File: config.mk
export PLATFORM = sky130hd
export DESIGN_NAME = banked_regfile
export DESIGN_NICKNAME = d
export VERILOG_FILES = /design/src/rtl/banked_regfile_pkg.sv /design/src/rtl/rf_bank_map.sv /design/src/rtl/rf_store.sv /design/src/rtl/banked_regfile.sv
export SDC_FILE = /design/constraint.sdc
export NUM_CORES = 2
export LEC_CHECK = 0
export ABC_AREA = 1
export ABC_CLOCK_PERIOD_IN_PS = 6400
export BUFFER_PORTS_ARGS = -buffer_cell sky130_fd_sc_hd__clkbuf_2
export CORE_ASPECT_RATIO = 0.6
export CORE_UTILIZATION = 40
export CTS_CLUSTER_SIZE = 14
export DETAILED_ROUTE_END_ITERATION = 10
export GPL_TIMING_DRIVEN = 0
export PLACE_DENSITY_LB_ADDON = 0.25
export SYNTH_ARGS = -nofsm -noshare
export SYNTH_HDL_FRONTEND = slang
export SYNTH_SLANG_ARGS = --single-unit
File: constraint.sdc
create_clock -name clk -period 6.4 [get_ports clk]
set_input_delay 0.96 -clock clk [delete_from_list [all_inputs] [get_ports clk]]
set_output_delay 0.96 -clock clk [all_outputs]
set_load 0.01 [all_outputs]
File: src/rtl/banked_regfile_pkg.sv
package banked_regfile_pkg;
  localparam int NAME_W  = 4;
  localparam int MODE_W  = 3;
  localparam int PHYS_N  = 31;
  localparam int PHYS_W  = $clog2(PHYS_N);

  typedef enum logic [MODE_W-1:0] {
    MD_USER  = 3'd0,
    MD_FAST  = 3'd1,
    MD_IRQ   = 3'd2,
    MD_SUPER = 3'd3,
    MD_ABORT = 3'd4,
    MD_UNDEF = 3'd5,
    MD_SYS   = 3'd6,
    MD_RSVD  = 3'd7
  } op_mode_e;

  // physical layout
  localparam int SLOT_PC    = 15;
  localparam int SLOT_FAST  = 16;  // 16..22 : names 8..14 in fast mode
  localparam int SLOT_IRQ   = 23;  // 23,24
  localparam int SLOT_SUPER = 25;  // 25,26
  localparam int SLOT_ABORT = 27;  // 27,28
  localparam int SLOT_UNDEF = 29;  // 29,30
endpackage

File: src/rtl/rf_bank_map.sv
module rf_bank_map
  import banked_regfile_pkg::*;
(
  input  logic [MODE_W-1:0] mode,
  input  logic [NAME_W-1:0] name,
  output logic [PHYS_W-1:0] slot
);
  logic        is_sp_lr;
  logic        is_hi;
  logic [PHYS_W-1:0] exc_base;

  assign is_hi    = (name >= 4'd8) && (name <= 4'd14);
  assign is_sp_lr = (name == 4'd13) || (name == 4'd14);

  always_comb begin
    case (op_mode_e'(mode))
      MD_IRQ:   exc_base = PHYS_W'(SLOT_IRQ);
      MD_SUPER: exc_base = PHYS_W'(SLOT_SUPER);
      MD_ABORT: exc_base = PHYS_W'(SLOT_ABORT);
      MD_UNDEF: exc_base = PHYS_W'(SLOT_UNDEF);
      default:  exc_base = '0;
    endcase
  end

  always_comb begin
    slot = PHYS_W'(name);
    if (is_hi && (op_mode_e'(mode) == MD_FAST))
      slot = PHYS_W'(SLOT_FAST) + PHYS_W'(name - 4'd8);
    else if (is_sp_lr && (exc_base != '0))
      slot = exc_base + PHYS_W'(name - 4'd13);
  end
endmodule

File: src/rtl/rf_store.sv
module rf_store #(
  parameter int DATA_W = 32,
  parameter int DEPTH  = 31,
  parameter int ADDR_W = $clog2(DEPTH)
) (
  input  logic              clk,
  input  logic              rst,
  input  logic              we,
  input  logic [ADDR_W-1:0] waddr,
  input  logic [DATA_W-1:0] wdata,
  input  logic [ADDR_W-1:0] raddr_a,
  output logic [DATA_W-1:0] rdata_a,
  input  logic [ADDR_W-1:0] raddr_b,
  output logic [DATA_W-1:0] rdata_b
);
  logic [DATA_W-1:0] words [DEPTH];

  always_ff @(posedge clk) begin
    if (rst) begin
      for (int i = 0; i < DEPTH; i++) words[i] <= '0;
    end else if (we && (int'(waddr) < DEPTH)) begin
      words[waddr] <= wdata;
    end
  end

  assign rdata_a = (int'(raddr_a) < DEPTH) ? words[raddr_a] : '0;
  assign rdata_b = (int'(raddr_b) < DEPTH) ? words[raddr_b] : '0;
endmodule

File: src/rtl/banked_regfile.sv
module banked_regfile
  import banked_regfile_pkg::*;
#(
  parameter int DATA_W = 32
) (
  input  logic              clk,
  input  logic              rst,
  input  logic [2:0]        mode,
  input  logic [3:0]        rd_a_name,
  output logic [DATA_W-1:0] rd_a_data,
  input  logic [3:0]        rd_b_name,
  output logic [DATA_W-1:0] rd_b_data,
  input  logic              wr_en,
  input  logic [3:0]        wr_name,
  input  logic [DATA_W-1:0] wr_data
);
  localparam int PORTS = 3;  // 0: read A, 1: read B, 2: write

  logic [NAME_W-1:0] port_name [PORTS];
  logic [PHYS_W-1:0] port_slot [PORTS];

  assign port_name[0] = rd_a_name;
  assign port_name[1] = rd_b_name;
  assign port_name[2] = wr_name;

  for (genvar p = 0; p < PORTS; p++) begin : g_map
    rf_bank_map u_map (
      .mode (mode),
      .name (port_name[p]),
      .slot (port_slot[p])
    );
  end

  rf_store #(
    .DATA_W (DATA_W),
    .DEPTH  (PHYS_N),
    .ADDR_W (PHYS_W)
  ) u_store (
    .clk     (clk),
    .rst     (rst),
    .we      (wr_en),
    .waddr   (port_slot[2]),
    .wdata   (wr_data),
    .raddr_a (port_slot[0]),
    .rdata_a (rd_a_data),
    .raddr_b (port_slot[1]),
    .rdata_b (rd_b_data)
  );
endmodule

**Word level (Yosys, flattened, before mapping)**

Memory sizes are Yosys's and may differ from the RTL's.
Index checks and enable logic that the tools add are counted.

- Bits in latches: 0
- Output and inout bits: 64
- Memories: 1
- Input bits: 50
- Register bits after elaboration: 0
- Memory bits (read-only): 0
- Logic and storage cells: 65
- Bits in writable memories: 992

- Reductions and logical operators: 15
- Divide/modulo/power cells: 0
- Add/subtract/negate cells: 12
- Order comparisons: 9
- Muxes and demuxes: 17
- Shifts and indexed selects: 0
- Bitwise logic cells: 0
- Equality and inequality tests: 11
- Multipliers: 0

Memories:

| name | depth | bits a word | rd ports | clocked after Yosys merged registers in | wr ports | line | RTL |
|---|---|---|---|---|---|---|---|
| u_store.words | 31 | 32 | 2 | 0 | 31 | rf_store.sv:16 | `logic [DATA_W-1:0] words [DEPTH];` |

Operator list:

| kind | number |
|---|---|
| 32-bit two-way mux | 3 |
| 5-bit two-way mux | 7 |
| 32-bit OR reduction | 1 |
| 4-bit by 4-bit subtractor with 5-bit output (second input constant) | 6 |
| 4-bit == test (second input constant) | 6 |
| 5-bit case mux with 4 select lines | 1 |
| 5-bit adder | 3 |
| 5-bit adder (first input constant) | 3 |
| 5-bit < comparator (second input constant) | 3 |
| 4-bit greater-or-equal comparator (second input constant) | 3 |
| 4-bit less-or-equal comparator (second input constant) | 3 |
| 1-bit logical AND | 10 |
| 3-bit by 2-bit == test with 1-bit output (second input constant) | 2 |
| 3-bit == test (second input constant) | 2 |
| 1-bit two-way mux | 6 |
| 5-bit nonzero test | 1 |
| 3-bit by 1-bit == test with 1-bit output (second input constant) | 1 |
| 1-bit logical OR | 3 |

**Depth between registers and ports, before layout**

- Depth in word-level cells: 13
- Gate-level depth with buffers: 23
- Mapped depth without buffers: 21

**Cells and area by module**

From an unflattened synthesis, not the netlist that was laid out.

- Cell total of the unflattened synthesis: 7367
- Area total of the unflattened synthesis: 57726.6 um2

By module, submodules not included:

| module | cells each | area each (um2) | sequential area each (um2) | instances |
|---|---|---|---|---|
| rf_store | 7199 | 56739.4 | 30749.5 | 1 |
| rf_bank_map | 56 | 329.1 | 0.0 | 3 |

**Least setup slack after synthesis**

No wires, ideal clock.

- Path kind: input -> output
- Start: input port mode[1]
- End: output port rd_b_data[27]
- Slack: 1.485 ns
- Arrival: 3.955 ns
- Path buffers: 2
- Required time: 5.440 ns
- Cell stages on the path: 18
- Path through: inv_1 > ha_1 > inv_1 > nand3_1 > ha_1 > inv_1 > ha_1 > fa_1 > xor2_1 > nor2_1 > nor2_1 > nand2_2 > inv_2 > buf_2 > buf_1 > a21oi_1 > nand3_1 > nand2_1

- Cells in the longest elaborated chain, start to end: 8
- Elaborated cells on any way between the ends: 15
- Classes of those cells: add/sub: 1; order compare: 1; eq/ne: 5; mux: 4; reduce/logical: 3; memory: 1

RTL lines:

| what | line | RTL |
|---|---|---|
| from (decl) | banked_regfile.sv:8 | `input logic [2:0] mode,` |
| branches (longest 5 deep; another with 5-bit adder) | -- |  |
| 5-bit two-way mux * | rf_bank_map.sv:27 | `if (is_hi && (op_mode_e'(mode) == MD_FAST))` |
| memory read 31 x 32 bit / 5-bit < comparator (equally long branches) | -- |  |
| 32-bit two-way mux * | rf_store.sv:27 | `assign rdata_b = (int'(raddr_b) < DEPTH) ? words[raddr_b] : '0;` |
| to (decl) | banked_regfile.sv:12 | `output logic [DATA_W-1:0] rd_b_data,` |

Mark *: on every way between the ends.

**Final worst setup path**

- Start: input port mode[1]
- End: output port rd_a_data[4]

- Cells in the longest elaborated chain, start to end: 8
- Elaborated cells on any way between the ends: 15
- Classes of those cells: add/sub: 1; order compare: 1; eq/ne: 5; mux: 4; reduce/logical: 3; memory: 1

RTL lines:

| what | line | RTL |
|---|---|---|
| branches (longest 5 deep; another with 5-bit adder) | -- |  |
| 5-bit two-way mux * | rf_bank_map.sv:27 |  |
| memory read 31 x 32 bit / 5-bit < comparator (equally long branches) | -- |  |
| 32-bit two-way mux * | rf_store.sv:26 | `assign rdata_a = (int'(raddr_a) < DEPTH) ? words[raddr_a] : '0;` |
| to (decl) | banked_regfile.sv:10 | `output logic [DATA_W-1:0] rd_a_data,` |

Marked as above.

==> results.json <==
{
  "clock_sinks": 1024,
  "crit_family": "buffers and inverters",
  "htreeDepth": 3,
  "place_ws_ps": -1310,
  "std_cell_rows": 108,
  "synth_most_common_cell": "nand2_1",
  "min_path_type": "in -> reg",
  "synth_top_area_cell": "edfxtp_1",
  "p_int_uw": 12500,
  "end_kind": "output pin",
  "critPathSlowestCell": "clkdlybuf4s15_2",
  "p_per_area_nw_per_um2": 296,
  "synth.area.top_cells": "edfxtp_1, nand2_1, nand3_1",
  "grt.total_usage": 0.530,
  "path_class": "in -> out",
  "dr.pass1.iters": 11,
  "period_share": 1.02,
  "drive_above_1_share": 0.118,
  "switching_share": 0.361,
  "cts_made_buffers": 106,
  "final.setup.tns_ps": -1250,
  "hpwl_um": 299000,
  "yosysWarnings": 0,
  "slew_headroom": -0.121,
  "max_slew.worst_pin.slew_ps": 1680,
  "slowest_delay_ps": 490,
  "initialDrtViolationCount": 14300,
  "p_leak_uw": 0.0277,
  "cts_buffer_depth": 3,
  "seqPwrFrac": 0.408,
  "path_clk_slew_ps": 70,
  "status": "complete, but fails checks",
  "n_fill_cell": 14600,
  "synth-compound-area-share": 0.0467,
  "pwr-share-comb": 0.234,
  "use_met1": 0.699,
  "arrival_ps": 5560,
  "syn_to_final_growth_pct": 13.7,
  "violations": "design-rule violations, max-capacitance violations, max-slew violations, negative setup slack",
  "period_minus_slack_ps": 6520,
  "cp_num_buf_inv": 7,
  "max_freq_mhz": 153,
  "irDropWorstVdd_mv": 0.214,
  "hold_violations": 0,
  "finalWeightedCongestion": 1.08,
  "grt_util_met3": 0.278,
  "place_inst": 9302,
  "drc": 2,
  "die_x_um": 495,
  "core_um2": 145000,
  "synthesis.area_per_instance_um2": 8.09,
  "drt-wirelength-per-cell_um": 42.0,
  "num_vias": 63400,
  "path_cells": "clkbuf_2 -> inv_1 -> ha_2 -> inv_1 -> nand3_2 -> ha_1 -> inv_1 -> ha_1 -> fa_1 -> xor2_1 -> nor2_1 -> nor2_4 -> inv_2 -> clkdlybuf4s15_2 -> nand3_1 -> a21oi_1 -> nor2_1 -> clkbuf_2",
  "switchingPower_uw": 7070,
  "synthArstFlopShare": 0,
  "initial_core_util": 0.403,
  "synth.top_cells.by_count": "nand2_1, nand3_1, nor2_1",
  "synth_xor_area_frac": 0.000751,
  "grt_pass1_wl_um": 514000,
  "reg_top3": "u_store.words: 1024 flops",
  "muxShareOfSynthArea": 0,
  "regMostFlops": "u_store.words",
  "grt.overflow.total": 0,
  "synth_top_family_by_area": "simple AND/OR/NAND/NOR gates",
  "synth.distinct_cells": 35,
  "drv_slew": 100,
  "synth.top_cell.area_share": 0.528,
  "layout.cells.non_filler": 9509,
  "ys_ff_latch": 1024,
  "fin_nets": 7561,
  "register_area_um2": 30700,
  "synth_cells": 7203,
  "netlist_area_um2": 58300,
  "cp_max_fo": 10,
  "use_met2": 0.662,
  "antenna_found_initial": 32,
  "dieArea_um2": 147000,
  "clock_power_share": 0.357,
  "synth-simple-area-share": 0.347,
  "multi_input_area_um2": 23700,
  "synthAdderAreaFrac": 0.00511,
  "cts_tree": "built",
  "cts_root_buf": "clkbuf_16",
  "boundaryPins": 114,
  "port_buffers": 113,
  "drv_cap": 9,
  "synth-main-ff-cell": "edfxtp_1",
  "fin_ws_ps": -118,
  "largest_reg_flops": 1024,
  "yosysSeqAreaShare": 0.528,
  "start_kind": "input pin",
  "postRouteAntennaNets": 0,
  "ctsHoldBuffers": 0,
  "setup_viol": 28,
  "rsz0062_at_grt": "yes",
  "drt-vias-per-instance": 6.67,
  "fp.dieH_um": 298,
  "cpMostUsedCell": "inv_1",
  "grt_max_degree": 33,
  "grt_pass1_vias": 56100,
  "cp.required_ps": 5440,
  "wl_um": 400000,
  "synth_edf_count": 1024,
  "grt_busiest_layer": "met1"
}
[power by group through the flow]
stage | registers (uW) | logic, uW | clock network, uW
after floorplan | 8030 | 2010 | 0
after global placement | 8140 | 4100 | 0
after detailed placement | 8120 | 4160 | 0
after CTS | 7980 | 4210 | 6850
after global routing | 8020 | 4540 | 7070
final | 8000 | 4590 | 7000
[logic make-up (layout without fill, tap and decap cells)]
logic type,after synthesis,after routing
AND/OR/NAND/NOR,4799,4799
other,1,37
buffers and inverters,945,1290
adder cells (fa/ha/maj),22,22
AO/OA/AOI/OAI,407,407
XOR/XNOR,5,5
flip-flops,1024,1024
[timing repair]
item                                   4_1_cts  5_1_grt
gates resized for setup                    136       91
setup endpoints to repair                   64       62
setup buffers                                0        1
pin swaps                                    0        1
endpoints found under the hold margin        0        0
gates cloned                                 0        0
[per-layer routing]
layer,vias up,wire length (um)
met5,-,250
met4,32,30700
met3,1279,75500
met2,6729,145000
met1,30600,148000
li1,24800,-
[final cells by class]
cell class / instances / area share
multi-input combinational: 5265 / 0.357
clock buffer: 121 / 0.0415
antenna: 5 / 0.000189
buffer: 645 / 0.0512
inverter: 299 / 0.0171
sequential: 1024 / 0.464
tap: 1925 / 0.0363
timing repair buffer: 148 / 0.0189
clock inverter: 77 / 0.0138
[path summary, 6_finish.rpt]
kind	endpoint	slack, ps	from	depth (start not counted)
worst max-delay path	rd_a_data[4]	-120	mode[1]	18
worst min-delay path	u_store.words[31][5]$_DFFE_PP_	360	wr_data[5]	1
[metrics by stage]
step           total power [uW]  area (um^2)   util  hold slack (ps)
2_1_floorplan             10000        58400      -             1060
3_3_place_gp              12200        61400  0.424             1160
3_5_place_dp              12300        62100  0.429             1160
4_1_cts                   19000        66000  0.457              339
5_1_grt                   19600        66300  0.458              359
6_report                  19600        66300  0.458              356
[placed cells by master, fill, tap and decap left out, drive strengths merged, types with 19 or more instances in the layout]
cell,n
buf,441
clkbuf,468
nand3,1564
nand2,2134
inv,296
edfxtp,1024
ha,19
clkinv,55
o211ai,266
a21oi,116
nor2,1074
conb,32
o21ai,20
No activity file was read; power rests on OpenSTA's default activity.
